[src/rtl/sercom_pkg.sv]
package sercom_pkg;
  localparam int DW = 8;          // data byte width
  localparam int PW = DW + 1;     // widest payload
  localparam int FW = PW + 2;     // widest frame: start + payload + stop

  // control register bit positions
  localparam int B_ODD   = 0;
  localparam int B_PE    = 1;
  localparam int B_WADDR = 2;
  localparam int B_WIDE  = 3;
  localparam int B_SLEEP = 4;
  localparam int B_T9    = 5;
  localparam int CFG_W   = 6;

  typedef struct packed {
    logic wide;
    logic pe;
    logic odd;
  } fmt_t;

  // parity over the payload bits below the last one
  function automatic logic low_parity(input logic [PW-1:0] p, input logic wide,
                                      input logic odd);
    logic r;
    r = odd;
    for (int i = 0; i < DW; i++)
      if (wide || i < DW - 1) r = r ^ p[i];
    return r;
  endfunction

  function automatic logic frame_msb(input logic [PW-1:0] p, input logic wide);
    return wide ? p[DW] : p[DW-1];
  endfunction

  // payload as it goes on the line; an unused top position idles high
  function automatic logic [PW-1:0] build_payload(input logic [DW-1:0] d,
                                                  input logic t9, input fmt_t f);
    logic [PW-1:0] p;
    p = {t9, d};
    if (f.pe) begin
      if (f.wide) p[DW]   = low_parity(p, 1'b1, f.odd);
      else        p[DW-1] = low_parity(p, 1'b0, f.odd);
    end
    if (!f.wide) p[DW] = 1'b1;
    return p;
  endfunction
endpackage

[src/rtl/sercom_tx.sv]
module sercom_tx import sercom_pkg::*; #(
  parameter int OVS = 16
) (
  input  logic          clk,
  input  logic          rst_n,
  input  logic          tick,
  input  logic          start,
  input  logic          sleep,
  input  logic [DW-1:0] data,
  input  logic          t9,
  input  fmt_t          fmt,
  output logic          busy,
  output logic          line
);
  localparam int CW = $clog2(OVS);
  localparam int BW = $clog2(FW + 1);

  logic [FW-1:0] sh;
  logic [CW-1:0] cnt;
  logic [BW-1:0] nleft;
  logic          bit_end;

  assign bit_end = tick && (cnt == CW'(OVS - 1));

  always_ff @(posedge clk) begin
    if (!rst_n) begin
      busy  <= 1'b0;
      sh    <= '1;
      cnt   <= '0;
      nleft <= '0;
    end else if (!busy) begin
      if (start && !sleep) begin
        busy  <= 1'b1;
        sh    <= {1'b1, build_payload(data, t9, fmt), 1'b0};
        cnt   <= '0;
        nleft <= fmt.wide ? BW'(FW) : BW'(FW - 1);
      end
    end else if (bit_end) begin
      cnt   <= '0;
      sh    <= {1'b1, sh[FW-1:1]};
      nleft <= nleft - BW'(1);
      if (nleft == BW'(1)) busy <= 1'b0;
    end else if (tick) begin
      cnt <= cnt + CW'(1);
    end
  end

  assign line = busy ? sh[0] : 1'b1;
endmodule

[src/rtl/sercom_rx.sv]
module sercom_rx import sercom_pkg::*; #(
  parameter int OVS = 16
) (
  input  logic          clk,
  input  logic          rst_n,
  input  logic          tick,
  input  logic          rxd,
  input  logic          sleep,
  input  fmt_t          fmt,
  input  logic          wake_addr,
  input  logic          mute_req,
  output logic          idle,
  output logic          muted,
  output logic          done,
  output logic [PW-1:0] pld,
  output logic          wide_o,
  output logic          par_bad,
  output logic          stop_bad
);
  localparam int CW = $clog2(OVS);
  localparam int NW = $clog2(PW + 1);
  localparam int LW = $clog2(FW * OVS + 1);

  typedef enum logic [1:0] {R_IDLE, R_START, R_DATA, R_STOP} rstate_e;

  rstate_e       st;
  logic          s1, s2, s3;
  fmt_t          fl;
  logic [PW-1:0] sh;
  logic [CW-1:0] cnt;
  logic [NW-1:0] nb;
  logic [LW-1:0] hi_cnt;

  logic          fall, half, mid, stop_smp, accept, idle_wake, msb;
  logic [PW-1:0] aligned;
  logic [LW-1:0] ft;
  logic [NW-1:0] last_bit;

  assign fall      = s3 & ~s2;
  assign half      = tick && (cnt == CW'(OVS / 2 - 1));
  assign mid       = tick && (cnt == CW'(OVS - 1));
  assign aligned   = fl.wide ? sh : {1'b0, sh[PW-1:1]};
  assign msb       = frame_msb(aligned, fl.wide);
  assign last_bit  = fl.wide ? NW'(PW - 1) : NW'(DW - 1);
  assign stop_smp  = (st == R_STOP) && mid;
  assign accept    = stop_smp && (!muted || (wake_addr && msb));
  assign ft        = fmt.wide ? LW'(FW * OVS) : LW'((FW - 1) * OVS);
  assign idle_wake = muted && !wake_addr && (hi_cnt >= ft);
  assign idle      = (st == R_IDLE);

  always_ff @(posedge clk) begin
    if (!rst_n) begin
      s1 <= 1'b1; s2 <= 1'b1; s3 <= 1'b1;
    end else begin
      s1 <= rxd; s2 <= s1; s3 <= s2;
    end
  end

  always_ff @(posedge clk) begin
    if (!rst_n) begin
      st  <= R_IDLE;
      cnt <= '0;
      nb  <= '0;
      sh  <= '0;
      fl  <= '0;
    end else begin
      case (st)
        R_IDLE:
          if (fall && !sleep) begin
            st  <= R_START;
            cnt <= '0;
            fl  <= fmt;
          end
        R_START:
          if (half) begin
            cnt <= '0;
            nb  <= '0;
            st  <= s2 ? R_IDLE : R_DATA;
          end else if (tick) cnt <= cnt + CW'(1);
        R_DATA:
          if (mid) begin
            cnt <= '0;
            sh  <= {s2, sh[PW-1:1]};
            if (nb == last_bit) st <= R_STOP;
            else nb <= nb + NW'(1);
          end else if (tick) cnt <= cnt + CW'(1);
        default:
          if (mid) st <= R_IDLE;
          else if (tick) cnt <= cnt + CW'(1);
      endcase
    end
  end

  always_ff @(posedge clk) begin
    if (!rst_n) begin
      done     <= 1'b0;
      pld      <= '0;
      wide_o   <= 1'b0;
      par_bad  <= 1'b0;
      stop_bad <= 1'b0;
    end else begin
      done <= accept;
      if (accept) begin
        pld      <= aligned;
        wide_o   <= fl.wide;
        par_bad  <= fl.pe && (msb != low_parity(aligned, fl.wide, fl.odd));
        stop_bad <= ~s2;
      end
    end
  end

  always_ff @(posedge clk) begin
    if (!rst_n) begin
      muted  <= 1'b0;
      hi_cnt <= '0;
    end else begin
      if (mute_req) muted <= 1'b1;
      else if (accept || idle_wake) muted <= 1'b0;
      if (mute_req || !s2) hi_cnt <= '0;
      else if (tick && hi_cnt < ft) hi_cnt <= hi_cnt + LW'(1);
    end
  end
endmodule

[src/rtl/sercom_xcvr.sv]
module sercom_xcvr import sercom_pkg::*; #(
  parameter int OVS = 16
) (
  input  logic          clk,
  input  logic          rst_n,
  input  logic          baud_tick,
  input  logic          ctl_wr,
  input  logic [7:0]    ctl_wdata,
  output logic [7:0]    ctl_rdata,
  input  logic [DW-1:0] tx_data,
  input  logic          tx_start,
  output logic          tx_busy,
  output logic          txd,
  input  logic          rxd,
  output logic [DW-1:0] rx_data,
  output logic          rx_valid,
  input  logic          rx_mute_req,
  output logic          rx_muted,
  input  logic          err_clr,
  output logic          par_err,
  output logic          frm_err
);
  logic [CFG_W-1:0] cfg;
  logic             rx9;
  fmt_t             fmt;
  logic             sleep_req, rx_idle, halted, tx_line;
  logic             rx_done, rx_wide, rx_pbad, rx_sbad;
  logic [PW-1:0]    rx_pld;
  logic             unused_wbits;

  assign unused_wbits = ^ctl_wdata[7:CFG_W];
  assign fmt.wide  = cfg[B_WIDE];
  assign fmt.pe    = cfg[B_PE];
  assign fmt.odd   = cfg[B_ODD];
  assign sleep_req = cfg[B_SLEEP];
  assign halted    = sleep_req && !tx_busy && rx_idle;

  always_ff @(posedge clk) begin
    if (!rst_n) cfg <= '0;
    else if (ctl_wr) cfg <= ctl_wdata[CFG_W-1:0];
  end

  sercom_tx #(.OVS(OVS)) u_tx (
    .clk(clk), .rst_n(rst_n), .tick(baud_tick), .start(tx_start),
    .sleep(sleep_req), .data(tx_data), .t9(cfg[B_T9]), .fmt(fmt),
    .busy(tx_busy), .line(tx_line)
  );

  sercom_rx #(.OVS(OVS)) u_rx (
    .clk(clk), .rst_n(rst_n), .tick(baud_tick), .rxd(rxd), .sleep(sleep_req),
    .fmt(fmt), .wake_addr(cfg[B_WADDR]), .mute_req(rx_mute_req),
    .idle(rx_idle), .muted(rx_muted), .done(rx_done), .pld(rx_pld),
    .wide_o(rx_wide), .par_bad(rx_pbad), .stop_bad(rx_sbad)
  );

  always_ff @(posedge clk) begin
    if (!rst_n) begin
      rx9     <= 1'b0;
      par_err <= 1'b0;
      frm_err <= 1'b0;
    end else begin
      if (rx_done && rx_wide) rx9 <= rx_pld[DW];
      if (rx_done && rx_pbad) par_err <= 1'b1;
      else if (err_clr)       par_err <= 1'b0;
      if (rx_done && rx_sbad) frm_err <= 1'b1;
      else if (err_clr)       frm_err <= 1'b0;
    end
  end

  assign txd       = halted ? 1'b1 : tx_line;
  assign rx_data   = rx_pld[DW-1:0];
  assign rx_valid  = rx_done;
  assign ctl_rdata = {1'b0, rx9, cfg};
endmodule


[config.mk]
export PLATFORM = sky130hd
export DESIGN_NAME = sercom_xcvr
export DESIGN_NICKNAME = d
export VERILOG_FILES = /design/src/rtl/sercom_pkg.sv /design/src/rtl/sercom_tx.sv /design/src/rtl/sercom_rx.sv /design/src/rtl/sercom_xcvr.sv
export SDC_FILE = /design/constraint.sdc
export NUM_CORES = 1
export LEC_CHECK = 0
export BUFFER_PORTS_ARGS = -buffer_cell sky130_fd_sc_hd__buf_4
export CORE_MARGIN = 4
export CORE_UTILIZATION = 28
export CTS_CLUSTER_SIZE = 16
export DETAILED_ROUTE_END_ITERATION = 7
export PLACE_DENSITY = 0.45
export SLEW_MARGIN = 15
export SYNTH_ARGS = -nofsm -noshare
export SYNTH_HDL_FRONTEND = slang
export SYNTH_SLANG_ARGS = --single-unit
[constraint.sdc]
create_clock -name clk -period 2.4 [get_ports clk]
set_clock_uncertainty 0.2 [all_clocks]
set_input_delay 0.48 -clock clk [delete_from_list [all_inputs] [get_ports clk]]
set_output_delay 0.48 -clock clk [all_outputs]
set_load 0.01 [all_outputs]
## Yosys cells after proc, flatten, opt, wreduce, memory -nomap -nowiden

Index checks and enable logic that the tools add are counted.

| operators by class | value |
|---|---|
| magnitude comparators | 2 |
| eq/ne operators | 17 |
| reduce and logical (&&, ||, !) cells | 40 |
| bitwise logic cells | 25 |
| add/sub/neg operators | 5 |
| multiplexer cells | 129 |

Operator list:

| cell | number |
|---|---|
| 1-bit two-way mux | 98 |
| 4-bit two-way mux | 16 |
| 11-bit two-way mux | 3 |
| 1-bit XOR | 22 |
| 1-bit logical AND | 17 |
| 2-bit two-way mux | 7 |
| 4-bit by 1-bit adder with 4-bit output (second input constant) | 3 |
| 4-bit one-hot mux with 3 select lines | 1 |
| 2-bit AND reduction | 5 |
| 2-bit nonzero test | 5 |
| 9-bit two-way mux | 1 |
| 8-bit by 1-bit adder with 8-bit output (second input constant) | 1 |
| 4-bit == test (second input constant) | 2 |
| 8-bit greater-or-equal comparator | 1 |
| 8-bit less-than comparator | 1 |
| 2-bit by 1-bit inequality test with 1-bit output (second input constant) | 4 |
| 4-bit one-hot mux with 2 select lines | 1 |
| 2-bit one-hot mux with 3 select lines | 1 |
| 1-bit logical NOT | 5 |
| 5-bit two-way mux | 1 |
| 5-bit AND reduction | 1 |
| 2-bit == test (second input constant) | 2 |
| 4-bit by 1-bit == test with 1-bit output (second input constant) | 1 |
| 4-bit by 3-bit == test with 1-bit output (second input constant) | 1 |
| other kinds (14) | 18 |

| storage, ports and cells | value |
|---|---|
| bits of input ports | 24 |
| register bits | 76 |
| logic and storage cells | 243 |
| output and inout port bits | 22 |

## Logic depth before layout (Yosys ltp)

Gate-level depths: netlist (run 1).

| logic depth | value |
|---|---|
| depth after elaboration | 48 |
| gate-level depth with buffers | 8 |

## Modules after synthesis

Synthesis (run 1) repeated with hierarchy kept, for this count alone.

| second synthesis, totals | value |
|---|---|
| cells, all modules | 410 |
| area total of the unflattened synthesis | 3657.3 µm² |

By module, submodules not included:

| module | cells an instance | instances | sequential area each (µm²) | area an instance (µm²) |
|---|---|---|---|---|
| sercom_rx | 252 | 1 | 940.9 | 2258.4 |
| sercom_tx | 121 | 1 | 380.4 | 1023.5 |
| sercom_xcvr | 37 | 1 | 180.2 | 375.4 |

## Worst setup path before layout (run 1)

Ideal clock, no wire load.

| path | value |
|---|---|
| path type | in2reg |
| from | in baud_tick |
| to | reg u_rx.muted |
| arrival time | 1.549 ns |
| stages on the path | 6 |
| setup slack | 0.537 ns |
| library setup time | 0.115 ns |
| path through | buf_4 -> nand3_2 -> or3_1 -> clkbuf_1 -> o311a_1 -> o21a_1 |

| between the ends | value |
|---|---|
| word-level cells in the longest chain between the ends | 5 |

Ends and longest elaborated chain:

| element | line | RTL |
|---|---|---|
| from (decl) | sercom_xcvr.sv:6 | `input logic baud_tick,` |
| 1-bit logical AND | sercom_rx.sv:41 | `assign mid = tick && (cnt == CW'(OVS - 1));` |
| 1-bit logical AND | sercom_rx.sv:45 | `assign stop_smp = (st == R_STOP) && mid;` |
| 1-bit logical AND | sercom_rx.sv:46 | `assign accept = stop_smp && (!muted \|\| (wake_addr && msb));` |
| 1-bit logical OR | sercom_rx.sv:118 | `else if (accept \|\| idle_wake) muted <= 1'b0;` |
| 2-bit nonzero test (no source line) | - |  |
| to (signal assigned) | sercom_rx.sv:114 | `muted <= 1'b0;` |
| to (signal assigned) | sercom_rx.sv:117 | `if (mute_req) muted <= 1'b1;` |
| to (signal assigned) | sercom_rx.sv:118 |  |
| to (decl) | sercom_rx.sv:13 | `output logic muted,` |

No other way between the ends.
A chain may end at the register's enable or synchronous reset.

## Worst setup path after layout (run 1)

| path | value |
|---|---|
| from | reg u_tx.busy |
| to | out txd |

| between the ends | value |
|---|---|
| word-level cells in the longest chain between the ends | 4 |
| elaborated cells between the ends (all ways) | 5 |
| those cells by class | mux: 2; reduce/logical: 3 |

Ends and longest elaborated chain:

| element | line | RTL |
|---|---|---|
| from (decl) | sercom_tx.sv:12 | `output logic busy,` |
| from (signal assigned) | sercom_tx.sv:27 | `busy <= 1'b0;` |
| from (signal assigned) | sercom_tx.sv:33 | `busy <= 1'b1;` |
| from (signal assigned) | sercom_tx.sv:42 | `if (nleft == BW'(1)) busy <= 1'b0;` |
| 1-bit logical NOT | - |  |
| 1-bit logical AND (2 in a row) | sercom_xcvr.sv:36 | `assign halted = sleep_req && !tx_busy && rx_idle;` |
| 1-bit two-way mux * | sercom_xcvr.sv:70 | `assign txd = halted ? 1'b1 : tx_line;` |
| to (decl) | sercom_xcvr.sv:13 | `output logic txd,` |

Every way passes the cells marked *; elsewhere a longest branch is shown, timed or not.

==> qor.csv, run 1 <==
metric;value;unit
row count;41;
setup fix buffers added after clock tree synthesis;0;
Synth cell types;51;
total track usage;11.5;%
Crit path largest cell delay;0.48;ns
Post-DRT Antenna Nets;0;
crit path DAT;1.33;ns
Layout Nets;472;
RSZ-0062 raised after global routing;no;
Clock Path Buffers;2;
top_reg_cell synth;dfxtp_1;
Cell Chain, Critical Path;buf_4 -> nand2b_1 -> buf_4;
total chip power;3.11;mW
CP most frequent cell;buf_4;
post-route design area;4510;um^2
Post-CTS Hold Buffers;0;
Die ar.;15200;um^2
Worst setup EP type;primary output;
vias in the first global route;2713;
first-pass GRT wire length;13.8;mm
final setup fails;0;
final wirelength;7.95;mm
CTS tree;built;
Core ar.;12800;um^2
worst path required time;1.72;ns
Max Used Layer;met4;
critical path startpoint category;flip-flop;
met2 wire len;3.76;mm
HP Class;input port to flip-flop;
post-synthesis async set-or-reset flop share;0;%
Cells after Synth;410;
PwrDens;689;nW/um^2
Hold WS;0.132;ns
Final Hold Viols;0;
Remaining DRCs;0;
outcome;completed;
Max-cap violations;0;
drt pass-1 iters;4;
metal3 WL;271;um
syn_nets;442;
max frequency;0.498;GHz
# clock sinks;75;
post-synthesis instance area;3730;um^2
crit path kind;flip-flop to primary output;
io pins;46;
die span in x;123;um
P_leak;1.80;nW
clk root buf;clkbuf_16;
largest net degree at the start of global routing;37;
sequential element share of the synthesized area;40.3;%
CTS-repair resized insts;0;
die height;123;um
# H-tree levels;3;
Worst VDD drop;0.329;mV
Post-synth EDFFs;0;
period utilisation layout;83.6;%
layout cells sized above 1;17.5;%
worst skew pair latency;0.33;ns
Port Buffers;42;
Fin Setup TNS;0;ns
DR vias/cell;4.57;
initial antenna violation count;0;
Crit Path Max Fanout;12;
Area Overhead vs Synth;21.1;%
Final Max Slew Viols;0;
via count;2818;
Routed wire per std cell;12.9;um
1st-iter DRT viols;94;
diodes inserted;0;
TritonCTS Buffers;9;
Yosys reg bits;75;
initial core utilization;29.1;%
grt ovf;0;
synth warn;0;
Clock transition at path regs;0.06;ns
Placer Congestion;0.722;
slowest CP cell;dfxtp_1;
area of placed instances;4170;um^2
dpl hpwl;5.72;mm
wl on met1;3.83;mm
Avg Cell Area, Syn;9.09;um^2
fin crit period;2.01;ns
[routing by layer]
| metal | up-vias | GRT usage, % |
|---|---|---|
| li1 | 1463 | - |
| met1 | 1312 | 15.1 |
| met2 | 35 | 18.6 |
| met3 | 8 | 3.16 |
| met4 | 0 | 3.32 |
| met5 | - | 0 |
[cell usage after synthesis (8+ instances only)]
master,n,share of area (%)
dfxtp_1,75,40
nand2_1,49,4.9
mux2i_1,35,9.4
nor2b_1,26,4.4
nor2_1,21,2.1
buf_4,16,3.2
nand3_1,15,2.0
xnor2_1,15,3.5
o21ai_0,14,1.9
clkbuf_1,12,1.2
xor2_1,12,2.8
a21oi_1,11,1.5
o211a_1,9,2.4
ha_1,8,2.7
inv_1,8,0.81
[power by group]
| group | switching [mW] | internal (mW) |
|---|---|---|
| Sequential | 0.0289 | 1.28 |
| Clock | 0.528 | 1.02 |
| Combinational | 0.126 | 0.130 |
[state kept, by name, indices dropped and copies added (netlist names), 2 cells and up]
register / count
u_tx.sh: 10
u_rx.pld: 9
u_rx.sh: 9
u_rx.hi_cnt: 8
cfg: 6
u_rx.cnt: 4
u_rx.nb: 4
u_tx.cnt: 4
u_tx.nleft: 4
u_rx.fl: 3
u_rx.st: 2
[worst max-delay path, delay by kind of cell (launching register included)]
family                 cells  cell delay [ns]
DFF                        1             0.48
buffers and inverters      2             0.43
and+or+nand+nor            1             0.09
[placed cells by master, fill, tap and decap left out, types with 3 or more instances in the layout]
| master | synthesis | final |
|---|---|---|
| o21a_1 | 3 | 3 |
| o211a_1 | 9 | 9 |
| nand4_1 | 7 | 7 |
| nor2_1 | 21 | 21 |
| mux2i_1 | 35 | 35 |
| nand3_1 | 15 | 15 |
| nor3_1 | 5 | 4 |
| nor2b_1 | 26 | 26 |
| nand2_1 | 49 | 49 |
| xor2_1 | 12 | 12 |
| and2_1 | 3 | 3 |
| a21boi_0 | 7 | 7 |
| ha_1 | 8 | 8 |
| o21ai_0 | 14 | 14 |
| nand2b_1 | 6 | 6 |
| nor3b_1 | 5 | 5 |
| o31ai_1 | 4 | 4 |
| clkbuf_16 | 0 | 9 |
| bufinv_16 | 0 | 3 |
| a22oi_1 | 3 | 3 |
| and3_1 | 4 | 4 |
| or3_1 | 3 | 3 |
| dfxtp_1 | 75 | 75 |
| buf_4 | 16 | 54 |
| inv_1 | 8 | 8 |
| a21oi_1 | 11 | 11 |
| xnor2_1 | 15 | 15 |
[cell type report]
type / count / area (um^2)
Clock buffer: 10 / 229
Timing Repair Buffer: 55 / 425
Multi-Input combinational cell: 291 / 2000
Sequential cell: 75 / 1500
Fill cell: 1367 / 8310
Tap cell: 172 / 215
Inverter: 8 / 30.0
Clock inverter: 6 / 113
[per-stage QoR]
step / std cells / utilization, % / worst slack, ns
CTS: 617 / 35.2 / 0.368
finish: 617 / 35.2 / 0.393
floorplan: 410 / - / 0.537
detailed placement: 601 / 32.5 / 0.326
global placement: 601 / 32.5 / 0.332
global route: 617 / 35.2 / 0.200
[kinds of logic after synthesis]
kind of cell | Yosys count | share of synthesized area (%)
DFF | 75 | 40.3
other | 1 | 0.101
and+or+nand+nor | 152 | 20.7
buffers and inverters | 44 | 6.25
xor gates and xnor gates | 28 | 6.98
AOI/OAI and AO/OA | 67 | 13.6
adders and majority gates | 8 | 2.69
muxes | 35 | 9.40
[path summary, 6_finish.rpt]
path	startpoint	to	slack, ns	cells past startpoint
hold reg to reg	u_rx.s1$_SDFF_PN1_	u_rx.s2$_SDFF_PN1_	0.21	1
hold / removal	rxd	u_rx.s1$_SDFF_PN1_	0.13	2
setup reg to reg	u_tx.cnt[0]$_SDFFE_PN0P_	u_tx.sh[2]$_SDFFE_PN1P_	0.40	7
setup / recovery	u_tx.busy$_SDFF_PN0_	txd	0.39	3
No activity file was read; power rests on OpenSTA's default activity.
==> inputs of run 2 (changes only) <==
- clock period: 2.4 -> 2 ns (I/O delays scaled with it)
==> qor.csv, run 2 (synthesized netlist as in run 1, its figures left out) <==
metric;value;unit
period utilisation layout;94.4;%
io pins;46;
layout cells sized above 1;20.3;%
fin util;35.9;%
crit path from;u_rx.nb[0]$_SDFFE_PN0P_;
final wirelength;8.12;mm
RSZ-0062 raised after global routing;no;
fin cells;630;
area of the multi-input gates;2000;um^2
outcome;completed;
Final Max Slew Viols;0;
slowest CP cell;or3_1;
Remaining DRCs;0;
P_leak;1.86;nW
Post-DRT Antenna Nets;0;
Layout Nets;485;
Die ar.;15200;um^2
largest net degree at the start of global routing;22;
clk root buf;clkbuf_16;
die span in x;123;um
max frequency;0.529;GHz
die height;123;um
Placer Congestion;0.790;
critical path startpoint category;flip-flop;
1st-iter DRT viols;93;
Cell Chain, Critical Path;or3_1 -> o22a_1 -> a32oi_4 -> nor3_1 -> o21a_1;
Reg2Reg Setup Slack;0.11;ns
max reg flops;10;
worst path required time;2.03;ns
Top reg by flops;u_tx.sh;
R2R depth;5;
Worst setup EP type;flip-flop;
Crit path largest cell delay;0.38;ns
Worst VDD drop;0.351;mV
CTS tree;built;
Max-cap violations;0;
DR vias/cell;4.52;
most frequent cells in the layout;75 x dfxtp_1, 66 x buf_4, 49 x nand2_1, 35 x mux2i_1, 26 x nor2b_1;
Core ar.;12800;um^2
grt ovf;0;
PwrDens;780;nW/um^2
Placed Cells;614;
Hold WS;0.0439;ns
R2R Path Start;u_rx.nb[0]$_SDFFE_PN0P_;
via count;2850;
HP Start;rxd;
vias in the first global route;2786;
HP Class;input port to flip-flop;
# fillers;1337;
# clock sinks;75;
diodes inserted;0;
Hold Path Depth;2;
CP delay by family, top;compound AO/OA/AOI/OAI gates;
first-pass GRT wire length;13.7;mm
CP Buf/Inv Count;0;
CP Depth;5;
worst skew pair latency;0.34;ns
biggest regs;u_tx.sh x10, u_rx.pld x9, u_rx.sh x9;
CP Capture Point;u_rx.nb[1]$_SDFFE_PN0P_;
commonest non-fill, non-tap cell in the layout;dfxtp_1;
Clock Path Buffers;2;
Final Hold Viols;0;
Area Overhead vs Synth;23.4;%
final setup fails;0;
drt pass-1 iters;4;
Clock transition at path regs;0.06;ns
Fin Setup TNS;0;ns
dpl hpwl;5.95;mm
reg2reg end;u_rx.nb[1]$_SDFFE_PN0P_;
Routed wire per std cell;12.9;um
total track usage;11.5;%
TritonCTS Buffers;9;
initial antenna violation count;0;
crit path DAT;1.91;ns
sequential cell area;1500;um^2
crit path kind;flip-flop to flip-flop;
Port Buffers;42;
fin crit period;1.89;ns
initial core utilization;29.1;%
Crit Path Max Fanout;6;
# H-tree levels;3;
total chip power;3.59;mW
row count;41;
## run 2: cell count changes in the layout (fill, tap and decap cells not counted), sizes merged
| cell | previous run | this run |
|---|---|---|
| bufinv | 3 | 1 |
| clkbuf | 10 | 13 |
| buf | 55 | 68 |
| clkinv | 2 | 1 |
## run 2: report_power, final
part / switching [mW] / total [mW] / internal [mW]
clock network: 0.623 / 1.69 / 1.07
registers: 0.0289 / 1.56 / 1.53
logic: 0.160 / 0.331 / 0.172
total: 0.812 / 3.59 / 2.77
## run 2: through the flow
step	setup WS (ns)	instance area, um^2
2_1_floorplan	0.210	3730
3_3_place_gp	0.0482	4280
3_5_place_dp	-0.00792	4280
4_1_cts	0.102	4590
5_1_grt	0.0225	4600
6_report	0.111	4600
## run 2: worst min path at each step
| stage | end | slack (ns) |
|---|---|---|
| 3_3_place_gp | u_rx.s2$_SDFF_PN1_ | 0.19 |
| 5_1_grt | u_rx.s1$_SDFF_PN1_ | 0.05 |
| 2_1_floorplan | u_rx.s2$_SDFF_PN1_ | 0.19 |
| 6_report | u_rx.s1$_SDFF_PN1_ | 0.04 |
| 4_1_cts | u_rx.s1$_SDFF_PN1_ | 0.03 |
| 3_5_place_dp | u_rx.s2$_SDFF_PN1_ | 0.20 |
## run 2: area by class of cell
type	count	area share, %
well taps	172	4.68
repair buffers	68	11.6
flip-flops and latches	75	32.6
clock inverters	3	0.952
inverters	8	0.653
clock buffers	13	5.88
multi-input cells	291	43.6
## run 2: layer usage
layer	GRT usage (%)	vias to the layer above	part of all wire, %
met5	0	-	0
met4	4.36	0	1.4
met3	3.34	8	3.2
met2	18.1	33	46
met1	14.9	1320	50
li1	-	1489	-
## run 2: timing repair
action / in CTS / in global routing
hold endpoints to repair: 0 / 0
resized for setup: 0 / 3
setup buffers: 0 / 0
hold buffers: 0 / 0
setup endpoints to repair: 0 / 10
